**src/rtl/card_host_pkg.sv**
```systemverilog
// Shared constants for the card host register front end: word offsets,
// field widths and the identification byte function.
package card_host_pkg;
    localparam int unsigned DW       = 32;
    localparam int unsigned AW       = 12;
    localparam int unsigned WIDX_W   = AW - 2;
    localparam int unsigned CFG8_W   = 8;
    localparam int unsigned LEN_W    = 16;
    localparam int unsigned CMD_W    = 11;
    localparam int unsigned IDX_W    = 6;
    localparam int unsigned EVT_W    = 11;
    localparam int unsigned LIVE_W   = 11;
    localparam int unsigned N_IRQ    = 2;
    localparam int unsigned RSP_N    = 4;
    localparam int unsigned CMD_EN_BIT = 10;

    // Word indices (byte offset >> 2)
    localparam logic [WIDX_W-1:0] W_PWR   = 10'h000;
    localparam logic [WIDX_W-1:0] W_CLK   = 10'h001;
    localparam logic [WIDX_W-1:0] W_ARG   = 10'h002;
    localparam logic [WIDX_W-1:0] W_CMD   = 10'h003;
    localparam logic [WIDX_W-1:0] W_RCMD  = 10'h004;
    localparam logic [WIDX_W-1:0] W_RSP0  = 10'h005;
    localparam logic [WIDX_W-1:0] W_RSP1  = 10'h006;
    localparam logic [WIDX_W-1:0] W_RSP2  = 10'h007;
    localparam logic [WIDX_W-1:0] W_RSP3  = 10'h008;
    localparam logic [WIDX_W-1:0] W_DTMR  = 10'h009;
    localparam logic [WIDX_W-1:0] W_DLEN  = 10'h00A;
    localparam logic [WIDX_W-1:0] W_DCTL  = 10'h00B;
    localparam logic [WIDX_W-1:0] W_DCNT  = 10'h00C;
    localparam logic [WIDX_W-1:0] W_STAT  = 10'h00D;
    localparam logic [WIDX_W-1:0] W_CLR   = 10'h00E;
    localparam logic [WIDX_W-1:0] W_MSK0  = 10'h00F;
    localparam logic [WIDX_W-1:0] W_MSK1  = 10'h010;
    localparam logic [WIDX_W-1:0] W_FCNT  = 10'h012;

    // Upper address bits selecting the FIFO window and the ID window
    localparam logic [5:0] FIFO_WIN_HI = 6'h02;
    localparam logic [6:0] ID_WIN_HI   = 7'h7F;

    // Identification byte for word i of the ID window
    function automatic logic [7:0] id_byte(input logic [2:0] i);
        case (i)
            3'd0:    id_byte = 8'h81;
            3'd1:    id_byte = 8'h11;
            3'd2:    id_byte = 8'h04;
            3'd3:    id_byte = 8'h00;
            3'd4:    id_byte = 8'h0D;
            3'd5:    id_byte = 8'hF0;
            3'd6:    id_byte = 8'h05;
            default: id_byte = 8'hB1;
        endcase
    endfunction
endpackage

```
**src/rtl/chr_status_irq.sv**
```systemverilog
// Sticky status bits, live flag merge, mask registers and registered
// interrupt lines. Assumes set pulses and clear writes are single-cycle;
// a set in the same cycle as a clear of the same bit leaves it set.
module chr_status_irq
    import card_host_pkg::*;
#(
    parameter int unsigned E_W = EVT_W,
    parameter int unsigned L_W = LIVE_W,
    parameter int unsigned N   = N_IRQ
) (
    input  logic                 clk,
    input  logic                 rst_n,
    input  logic [E_W-1:0]       evt_set,
    input  logic                 clr_we,
    input  logic [E_W-1:0]       clr_bits,
    input  logic [L_W-1:0]       live,
    input  logic [N-1:0]         mask_we,
    input  logic [DW-1:0]        mask_wdata,
    output logic [DW-1:0]        stat_word,
    output logic [N-1:0][DW-1:0] masks,
    output logic [N-1:0]         irq
);
    localparam int unsigned PAD_W = DW - E_W - L_W;

    logic [E_W-1:0] sticky_q;
    logic [DW-1:0]  mask_q [N];
    logic [N-1:0]   irq_q;

    // Sticky event bits: clear on request, set pulses take priority
    always_ff @(posedge clk) begin
        if (!rst_n) begin
            sticky_q <= '0;
        end else begin
            sticky_q <= (sticky_q & ~(clr_we ? clr_bits : '0)) | evt_set;
        end
    end

    assign stat_word = {{PAD_W{1'b0}}, live, sticky_q};

    for (genvar g = 0; g < N; g++) begin : g_line
        // Mask register for interrupt line g
        always_ff @(posedge clk) begin
            if (!rst_n) begin
                mask_q[g] <= '0;
            end else if (mask_we[g]) begin
                mask_q[g] <= mask_wdata;
            end
        end

        // Registered interrupt line g
        always_ff @(posedge clk) begin
            if (!rst_n) begin
                irq_q[g] <= 1'b0;
            end else begin
                irq_q[g] <= |(stat_word & mask_q[g]);
            end
        end

        assign masks[g] = mask_q[g];
    end

    assign irq = irq_q;
endmodule

```
**src/rtl/chr_fifo_port.sv**
```systemverilog
// Forwards FIFO-window bus accesses to an external show-ahead FIFO.
// Pops combinationally in the read cycle when the FIFO is not empty;
// pushes are registered and dropped while the byte count is zero.
module chr_fifo_port
    import card_host_pkg::*;
#(
    parameter int unsigned CNT_W = LEN_W
) (
    input  logic             clk,
    input  logic             rst_n,
    input  logic             win_rd,
    input  logic             win_wr,
    input  logic [DW-1:0]    wdata,
    input  logic [CNT_W-1:0] byte_count,
    input  logic             fifo_empty,
    input  logic [DW-1:0]    fifo_rdata,
    output logic             fifo_pop,
    output logic             fifo_push,
    output logic [DW-1:0]    fifo_wdata,
    output logic [DW-1:0]    rd_word
);
    logic          push_q;
    logic [DW-1:0] pdata_q;

    // Pop only when a word is present; an empty read yields zero
    always_comb begin
        fifo_pop = win_rd && !fifo_empty;
        rd_word  = fifo_empty ? '0 : fifo_rdata;
    end

    // Register the push strobe and its word, gated by a live transfer
    always_ff @(posedge clk) begin
        if (!rst_n) begin
            push_q  <= 1'b0;
            pdata_q <= '0;
        end else begin
            push_q <= win_wr && (byte_count != '0);
            if (win_wr && (byte_count != '0)) begin
                pdata_q <= wdata;
            end
        end
    end

    assign fifo_push  = push_q;
    assign fifo_wdata = pdata_q;
endmodule

```
**src/rtl/chr_read_mux.sv**
```systemverilog
// Registered read-data multiplexer for the register bank. Assumes the
// caller flags aligned accesses and the two address windows; anything
// else reads zero. Read data holds until the next read.
module chr_read_mux
    import card_host_pkg::*;
(
    input  logic                clk,
    input  logic                rst_n,
    input  logic                rd_en,
    input  logic                aligned,
    input  logic [WIDX_W-1:0]   widx,
    input  logic                in_fifo,
    input  logic                in_id,
    input  logic [DW-1:0]       fifo_word,
    input  logic [CFG8_W-1:0]   pwr,
    input  logic [CFG8_W-1:0]   clkc,
    input  logic [DW-1:0]       arg,
    input  logic [CMD_W-1:0]    cmd,
    input  logic [IDX_W-1:0]    rcmd,
    input  logic [RSP_N*DW-1:0] rsp,
    input  logic [DW-1:0]       dtmr,
    input  logic [LEN_W-1:0]    dlen,
    input  logic [CFG8_W-1:0]   dctl,
    input  logic [LEN_W-1:0]    dcnt,
    input  logic [DW-1:0]       stat,
    input  logic [DW-1:0]       msk0,
    input  logic [DW-1:0]       msk1,
    output logic [DW-1:0]       rdata
);
    localparam int unsigned FC_W = LEN_W + 1;

    logic [FC_W-1:0] cnt_plus;
    logic [DW-1:0]   sel;
    logic [DW-1:0]   rdata_q;

    // Select the addressed value
    always_comb begin
        cnt_plus = {1'b0, dcnt} + FC_W'(3);
        sel      = '0;
        if (!aligned) begin
            sel = '0;
        end else if (in_fifo) begin
            sel = fifo_word;
        end else if (in_id) begin
            sel = DW'(id_byte(widx[2:0]));
        end else begin
            case (widx)
                W_PWR:   sel = DW'(pwr);
                W_CLK:   sel = DW'(clkc);
                W_ARG:   sel = arg;
                W_CMD:   sel = DW'(cmd);
                W_RCMD:  sel = DW'(rcmd);
                W_RSP0:  sel = rsp[0*DW +: DW];
                W_RSP1:  sel = rsp[1*DW +: DW];
                W_RSP2:  sel = rsp[2*DW +: DW];
                W_RSP3:  sel = rsp[3*DW +: DW];
                W_DTMR:  sel = dtmr;
                W_DLEN:  sel = DW'(dlen);
                W_DCTL:  sel = DW'(dctl);
                W_DCNT:  sel = DW'(dcnt);
                W_STAT:  sel = stat;
                W_MSK0:  sel = msk0;
                W_MSK1:  sel = msk1;
                W_FCNT:  sel = DW'(cnt_plus[FC_W-1:2]);
                default: sel = '0;
            endcase
        end
    end

    // Capture the selected value on a read strobe
    always_ff @(posedge clk) begin
        if (!rst_n) begin
            rdata_q <= '0;
        end else if (rd_en) begin
            rdata_q <= sel;
        end
    end

    assign rdata = rdata_q;
endmodule

```
**src/rtl/card_host_regs.sv**
```systemverilog
// Register and interrupt front end of a card host controller. Decodes a
// simple 32-bit bus, stores configuration, captures responses, hands
// FIFO-window accesses to chr_fifo_port and status/interrupt handling to
// chr_status_irq. Assumes one-cycle bus strobes, never both at once.
module card_host_regs
    import card_host_pkg::*;
(
    input  logic                clk,
    input  logic                rst_n,
    input  logic [AW-1:0]       bus_addr,
    input  logic                bus_wr,
    input  logic                bus_rd,
    input  logic [DW-1:0]       bus_wdata,
    output logic [DW-1:0]       bus_rdata,
    output logic [CFG8_W-1:0]   pwr_ctrl,
    output logic [CFG8_W-1:0]   clk_ctrl,
    output logic [DW-1:0]       cmd_arg,
    output logic [CMD_W-1:0]    cmd_ctrl,
    output logic                cmd_start,
    output logic [DW-1:0]       data_timer,
    output logic [LEN_W-1:0]    data_len,
    output logic [CFG8_W-1:0]   data_ctrl,
    output logic                data_start,
    input  logic                rsp_valid,
    input  logic [IDX_W-1:0]    rsp_index,
    input  logic [RSP_N*DW-1:0] rsp_words,
    input  logic [LEN_W-1:0]    byte_count,
    input  logic [EVT_W-1:0]    evt_set,
    input  logic [LIVE_W-1:0]   live_flags,
    input  logic [DW-1:0]       fifo_rdata,
    input  logic                fifo_empty,
    output logic                fifo_pop,
    output logic                fifo_push,
    output logic [DW-1:0]       fifo_wdata,
    output logic                irq0,
    output logic                irq1
);
    logic [WIDX_W-1:0]   widx;
    logic                aligned;
    logic                in_fifo;
    logic                in_id;
    logic                wr_ok;
    logic                rd_ok;
    logic [CFG8_W-1:0]   pwr_q;
    logic [CFG8_W-1:0]   clk_q;
    logic [DW-1:0]       arg_q;
    logic [CMD_W-1:0]    cmd_q;
    logic                cstart_q;
    logic [DW-1:0]       dtmr_q;
    logic [LEN_W-1:0]    dlen_q;
    logic [CFG8_W-1:0]   dctl_q;
    logic                dstart_q;
    logic [IDX_W-1:0]    rcmd_q;
    logic [RSP_N*DW-1:0] rsp_q;
    logic [DW-1:0]       stat_word;
    logic [N_IRQ-1:0][DW-1:0] masks;
    logic [N_IRQ-1:0]    irq_v;
    logic [N_IRQ-1:0]    mask_we;
    logic [DW-1:0]       fifo_word;

    // Address decode shared by the write and read paths
    always_comb begin
        widx    = bus_addr[AW-1:2];
        aligned = (bus_addr[1:0] == 2'b00);
        in_fifo = (bus_addr[AW-1:6] == FIFO_WIN_HI);
        in_id   = (bus_addr[AW-1:5] == ID_WIN_HI);
        wr_ok   = bus_wr && aligned;
        rd_ok   = bus_rd && aligned;
        mask_we = {wr_ok && widx == W_MSK1, wr_ok && widx == W_MSK0};
    end

    // Configuration registers and start strobes
    always_ff @(posedge clk) begin
        if (!rst_n) begin
            pwr_q    <= '0;
            clk_q    <= '0;
            arg_q    <= '0;
            cmd_q    <= '0;
            cstart_q <= 1'b0;
            dtmr_q   <= '0;
            dlen_q   <= '0;
            dctl_q   <= '0;
            dstart_q <= 1'b0;
        end else begin
            cstart_q <= 1'b0;
            dstart_q <= 1'b0;
            if (wr_ok) begin
                case (widx)
                    W_PWR:  pwr_q  <= bus_wdata[CFG8_W-1:0];
                    W_CLK:  clk_q  <= bus_wdata[CFG8_W-1:0];
                    W_ARG:  arg_q  <= bus_wdata;
                    W_CMD: begin
                        cmd_q    <= {1'b0, bus_wdata[CMD_W-2:0]};
                        cstart_q <= bus_wdata[CMD_EN_BIT];
                    end
                    W_DTMR: dtmr_q <= bus_wdata;
                    W_DLEN: dlen_q <= bus_wdata[LEN_W-1:0];
                    W_DCTL: begin
                        dctl_q   <= bus_wdata[CFG8_W-1:0];
                        dstart_q <= bus_wdata[0];
                    end
                    default: ;
                endcase
            end
        end
    end

    // Response capture from the command engine
    always_ff @(posedge clk) begin
        if (!rst_n) begin
            rcmd_q <= '0;
            rsp_q  <= '0;
        end else if (rsp_valid) begin
            rcmd_q <= rsp_index;
            rsp_q  <= rsp_words;
        end
    end

    chr_status_irq #(.E_W(EVT_W), .L_W(LIVE_W), .N(N_IRQ)) u_stat (
        .clk        (clk),
        .rst_n      (rst_n),
        .evt_set    (evt_set),
        .clr_we     (wr_ok && widx == W_CLR),
        .clr_bits   (bus_wdata[EVT_W-1:0]),
        .live       (live_flags),
        .mask_we    (mask_we),
        .mask_wdata (bus_wdata),
        .stat_word  (stat_word),
        .masks      (masks),
        .irq        (irq_v)
    );

    chr_fifo_port #(.CNT_W(LEN_W)) u_fifo (
        .clk        (clk),
        .rst_n      (rst_n),
        .win_rd     (rd_ok && in_fifo),
        .win_wr     (wr_ok && in_fifo),
        .wdata      (bus_wdata),
        .byte_count (byte_count),
        .fifo_empty (fifo_empty),
        .fifo_rdata (fifo_rdata),
        .fifo_pop   (fifo_pop),
        .fifo_push  (fifo_push),
        .fifo_wdata (fifo_wdata),
        .rd_word    (fifo_word)
    );

    chr_read_mux u_rmux (
        .clk       (clk),
        .rst_n     (rst_n),
        .rd_en     (bus_rd),
        .aligned   (aligned),
        .widx      (widx),
        .in_fifo   (in_fifo),
        .in_id     (in_id),
        .fifo_word (fifo_word),
        .pwr       (pwr_q),
        .clkc      (clk_q),
        .arg       (arg_q),
        .cmd       (cmd_q),
        .rcmd      (rcmd_q),
        .rsp       (rsp_q),
        .dtmr      (dtmr_q),
        .dlen      (dlen_q),
        .dctl      (dctl_q),
        .dcnt      (byte_count),
        .stat      (stat_word),
        .msk0      (masks[0]),
        .msk1      (masks[1]),
        .rdata     (bus_rdata)
    );

    assign pwr_ctrl   = pwr_q;
    assign clk_ctrl   = clk_q;
    assign cmd_arg    = arg_q;
    assign cmd_ctrl   = cmd_q;
    assign cmd_start  = cstart_q;
    assign data_timer = dtmr_q;
    assign data_len   = dlen_q;
    assign data_ctrl  = dctl_q;
    assign data_start = dstart_q;
    assign irq0       = irq_v[0];
    assign irq1       = irq_v[1];
endmodule

```
**config.mk**
```make
export PLATFORM = sky130hd
export DESIGN_NAME = card_host_regs
export DESIGN_NICKNAME = d
export VERILOG_FILES = /design/src/rtl/card_host_pkg.sv /design/src/rtl/chr_status_irq.sv /design/src/rtl/chr_fifo_port.sv /design/src/rtl/chr_read_mux.sv /design/src/rtl/card_host_regs.sv
export SDC_FILE = /design/constraint.sdc
export NUM_CORES = 1
export LEC_CHECK = 0
export BUFFER_PORTS_ARGS = -buffer_cell sky130_fd_sc_hd__buf_2
export CAP_MARGIN = 20
export CORE_ASPECT_RATIO = 0.75
export CORE_MARGIN = 3
export CORE_UTILIZATION = 59
export DETAILED_ROUTE_END_ITERATION = 16
export MAX_ROUTING_LAYER = met4
export PLACE_DENSITY = 0.86
export SYNTH_ARGS = -nofsm -noshare
export SYNTH_HDL_FRONTEND = slang
export SYNTH_HIERARCHICAL = 1
export SYNTH_SLANG_ARGS = --single-unit
```
**constraint.sdc**
```tcl
create_clock -name clk -period 5.6 [get_ports clk]
set_input_delay 0.56 -clock clk [delete_from_list [all_inputs] [get_ports clk]]
set_output_delay 0.56 -clock clk [all_outputs]
set_load 0.05 [all_outputs]
```
==> reports/metrics.sh <==
RUN_STATUS='finished clean'
SYNTH_TOP_CELLS_BY_AREA='sky130_fd_sc_hd__dfxtp_1 35%, sky130_fd_sc_hd__mux2i_1 18%, sky130_fd_sc_hd__edfxtp_1 10%'
FINAL_CELL_MIX='434 x sky130_fd_sc_hd__buf_2, 337 x sky130_fd_sc_hd__mux2i_1, 328 x sky130_fd_sc_hd__dfxtp_1'
YOSYS_MOST_USED_DFF='sky130_fd_sc_hd__dfxtp_1'
VIAS_IN_THE_FIRST_GLOBAL_ROUTE=16700
CORE_UM2=31500
NUMCTSBUFFERS=37
INITIAL_ANTENNA_VIOLATION_COUNT=5
INITIAL_CORE_UTIL=0.603
HOLD_START='evt_set[6]'
RELSLEWSLACK=0.324
WORST-PATH-MAX-FANOUT=22
SEQUENTIAL_FRACTION_OF_THE_SYNTHESIS_AREA=0.447
DETAIL-ROUTE-ANTENNA-NETS=0
VIAS_PER_CELL=6.53
ROUTE.DETAILED.WL_PER_INST_UM=27.5
SLEW_VIOLATIONS=0
CLKSLEWWORSTSETUPHOLDPATHS_NS=0.06
FINAL_CELLS=2711
SYNTHDOMINANTAREACELLTYPE='sky130_fd_sc_hd__dfxtp_1'
CLOCK_TREE_FROM_TRITONCTS='built'
NUMBER_OF_SYNTHESIZED_FLOPS_WITH_AN_ENABLE_PIN=64
INITIALDRTVIOLATIONCOUNT=3165
CHIPWIDTH_UM=213
YOSYS_WARNINGS=6
FINALWORSTPATHREQUIREDPERIOD_NS=3.20
NFILLCELLS=2386
PIN_COUNT=439
NUMBER_OF_LIBRARY_CELL_TYPES_MAPPED_BY_SYNTHESIS=78
HTREEDEPTH=2
FINALHOLDVIOLATIONS=0
SYNTH_AREA_PER_CELL_UM2=9.90
ARRIVAL_NS=2.64
AREA_DELTA_SYNTH_FINAL_PCT=18.1
POSTSYNTHREGISTERBITS=392
TIMING.CRITICAL_PATH.CELLS='buf_2, or4b_2, nor3_2, buf_4, and3_1, nor2b_1, buf_2'
POST_CTS.REPAIR.SETUP_BUFFERS=0
POST-ROUTE-DRC-COUNT=0
P_PER_AREA_nW_PER_UM2=278
SYNTHARSTFLOPSHARE=0
DETAILED_PLACE_HPWL_UM=56100
FINAL-SETUP-VIOL-COUNT=0
GRT_FIRST_PASS_WIRELENGTH_UM=107000
POST_SYNTHESIS_INSTANCE_TOTAL=1919
VIAS=17700
CLOCK_LATENCY_NS=0.55
SEQ_AREA_UM2=8490
CLOCK-SINKS=392
CRITICAL_PATH_CLASS='input pin to output pin'
MAX_STAGE_DELAY_NS=0.71
AREA_OF_THE_MULTI_INPUT_GATES_UM2=9680
MAX_CLK_RATE_MHz=312
CRITICAL_PATH.REG2REG.STARTPOINT='u_stat/sticky_q[4]'
GRT-OVFL-TOTAL=0
PLACEDCELLCOUNT=2637
TIMING.REG2REG.SETUP_SLACK_NS=3.74
CTS.REPAIR.RESIZED=0
DRT-PASS1-ITER-COUNT=12
CRITICAL_PATH.REG2REG.ENDPOINT='u_rmux/rdata[4]'
CRITICAL_PATH.N_BUFFERS_INVERTERS=3
MAPPEDNETLISTAREA_UM2=19000
CRIT_FAMILY='simple AND/OR/NAND/NOR gates'
GR-USAGE-ALL-LAYERS=0.429
FINALWEIGHTEDCONGESTION=1.16
WORST_PATH_MAX_DELAY_CELL='sky130_fd_sc_hd__or4b_2'
STD_CELL_ROWS=56
MAX_BUFFERS_ROOT_TO_SINK=3
CRITPATHREQUIREDTIME_NS=5.04
NUMBER_OF_NETS_AT_THE_END_OF_THE_FLOW=2525
CRITPATHCAPTURETYPE='output pin'
CLOCK_SKEW_NS=0.0193
IO_BUFFER_COUNT=437
REG2REGPATHDEPTH=6
DIE_HEIGHT_UM=161
MAX-VDD-IR-DROP_V=0.000235
GRT_START_MAX_NET_PINS=104
FINAL_COMMON_CELL='sky130_fd_sc_hd__buf_2'
MIN-DELAY-PATH-CLASS='input pin to flip-flop'
CTS-ROOT-BUF='sky130_fd_sc_hd__clkbuf_16'
SETUP_TOTAL_NEGATIVE_SLACK_NS=0
RSZ0062_AT_GRT='no'
HOLD-PATH-CELL-COUNT=3
FP.DIEAREA_UM2=34400
CRITPATHMOSTFREQUENTCELL='sky130_fd_sc_hd__buf_2'
LEAKAGEPOWER_nW=10.2
HOLD_END='u_stat/sticky_q[6]'
STARTPOINT_TYPE='input pin'
POST-ROUTE-PERIOD-UTIL=0.572
SYNTH_LARGEST_TYPE_AREA_FRACTION=0.346
TIMING.MAX_CAP.VIOLATIONS=0
POSTCTSHOLDBUFS=0
SHARE_OF_POST_ROUTE_CELLS_WITH_DRIVE_STRENGTH_ABOVE_1=0.254
WORST-SLEW-PIN-TRANSITION_NS=1.01
FINALWIRELENGTH_UM=74700
state kept, by name, indices dropped and copies added, names as in the netlist:
signal	flops
rcmd_q	6
data_len	16
u_stat/mask_q	64
data_start	1
pwr_ctrl	8
u_rmux/rdata	32
cmd_arg	32
u_stat/sticky_q	11
clk_ctrl	8
cmd_start	1
u_fifo/fifo_push	1
u_stat/irq	2
u_fifo/fifo_wdata	32
data_ctrl	8
cmd_ctrl	10
data_timer	32
rsp_q	128
through the flow:
step	cell area (µm²)	hold slack, ns	total power [mW]	utilization	worst slack (ns)
finish	22400	0.253	6.23	0.712	2.40
global route	22400	0.259	6.38	0.712	2.34
CTS	22400	0.235	6.21	0.711	2.44
detailed placement	21200	0.447	3.65	0.671	2.02
global placement	21200	0.439	3.63	0.671	2.11
floorplan	19000	0.477	3.38	-	2.71
synthesized netlist by cell type, types with 20 or more instances:
| cell | number |
|---|---|
| sky130_fd_sc_hd__a21oi_1 | 52 |
| sky130_fd_sc_hd__a222oi_1 | 32 |
| sky130_fd_sc_hd__a22o_1 | 23 |
| sky130_fd_sc_hd__a22oi_1 | 38 |
| sky130_fd_sc_hd__and3_1 | 69 |
| sky130_fd_sc_hd__buf_2 | 34 |
| sky130_fd_sc_hd__buf_4 | 34 |
| sky130_fd_sc_hd__clkbuf_1 | 83 |
| sky130_fd_sc_hd__dfxtp_1 | 328 |
| sky130_fd_sc_hd__edfxtp_1 | 64 |
| sky130_fd_sc_hd__mux2i_1 | 337 |
| sky130_fd_sc_hd__nand2_1 | 291 |
| sky130_fd_sc_hd__nand3_1 | 20 |
| sky130_fd_sc_hd__nor2_1 | 36 |
| sky130_fd_sc_hd__nor2b_1 | 188 |
| sky130_fd_sc_hd__nor3_1 | 20 |
| sky130_fd_sc_hd__o21ai_0 | 38 |
kinds of logic after synthesis:
| kind of cell | after synthesis | share of synthesized area |
|---|---|---|
| buffers and inverters | 178 | 0.0480 |
| AO/OA/AOI/OAI | 285 | 0.113 |
| XOR/XNOR | 13 | 0.00599 |
| AND/OR/NAND/NOR | 699 | 0.197 |
| multiplexers | 350 | 0.189 |
| other | 2 | 0.000395 |
| flip-flops | 392 | 0.447 |
worst max-delay path by stage:
stage,start,to,slack [ns],depth (start not counted)
after floorplan,bus_addr[6],fifo_pop,2.71,4
after global placement,bus_addr[3],u_stat/mask_q[0][26],2.11,6
after detailed placement,bus_addr[3],u_stat/mask_q[0][26],2.02,6
after CTS,bus_addr[6],fifo_pop,2.44,7
after global routing,bus_addr[3],u_stat/mask_q[0][15],2.34,6
final,bus_addr[6],fifo_pop,2.40,7
worst reg2reg max path: stages, from the launching register on:
cell,delay (ns)
sky130_fd_sc_hd__dfxtp_1,0.37
sky130_fd_sc_hd__mux2i_1,0.16
sky130_fd_sc_hd__nor2_1,0.05
sky130_fd_sc_hd__a21oi_1,0.35
sky130_fd_sc_hd__o22ai_1,0.14
sky130_fd_sc_hd__a2111oi_0,0.49
sky130_fd_sc_hd__o21ai_0,0.15
final cells by class:
cell class | count | share of cell area
antenna | 5 | 0.000557
clock inverter | 22 | 0.0104
sequential | 392 | 0.378
tap | 406 | 0.0226
multi-input combinational | 1359 | 0.431
clock buffer | 46 | 0.0454
timing repair buffer | 469 | 0.109
inverter | 12 | 0.00201
power breakdown:
part	internal, mW	leakage [nW]	switching (mW)	total, mW
logic	0.221	6.34	0.367	0.588
clock network	1.49	0.623	1.13	2.62
registers	2.95	3.28	0.0819	3.03
total	4.66	10.2	1.58	6.23
layer usage:
layer  up-vias  share of wire  wire (µm)  GRT usage
met3       185           0.15      10900      0.126
met2      1411           0.40      30200      0.583
met5         -              0          0          -
li1       7609              -          -          -
met1      8485           0.42      31200      0.620
met4         0          0.031       2350      0.119
Power figures use the tool's default switching activity.
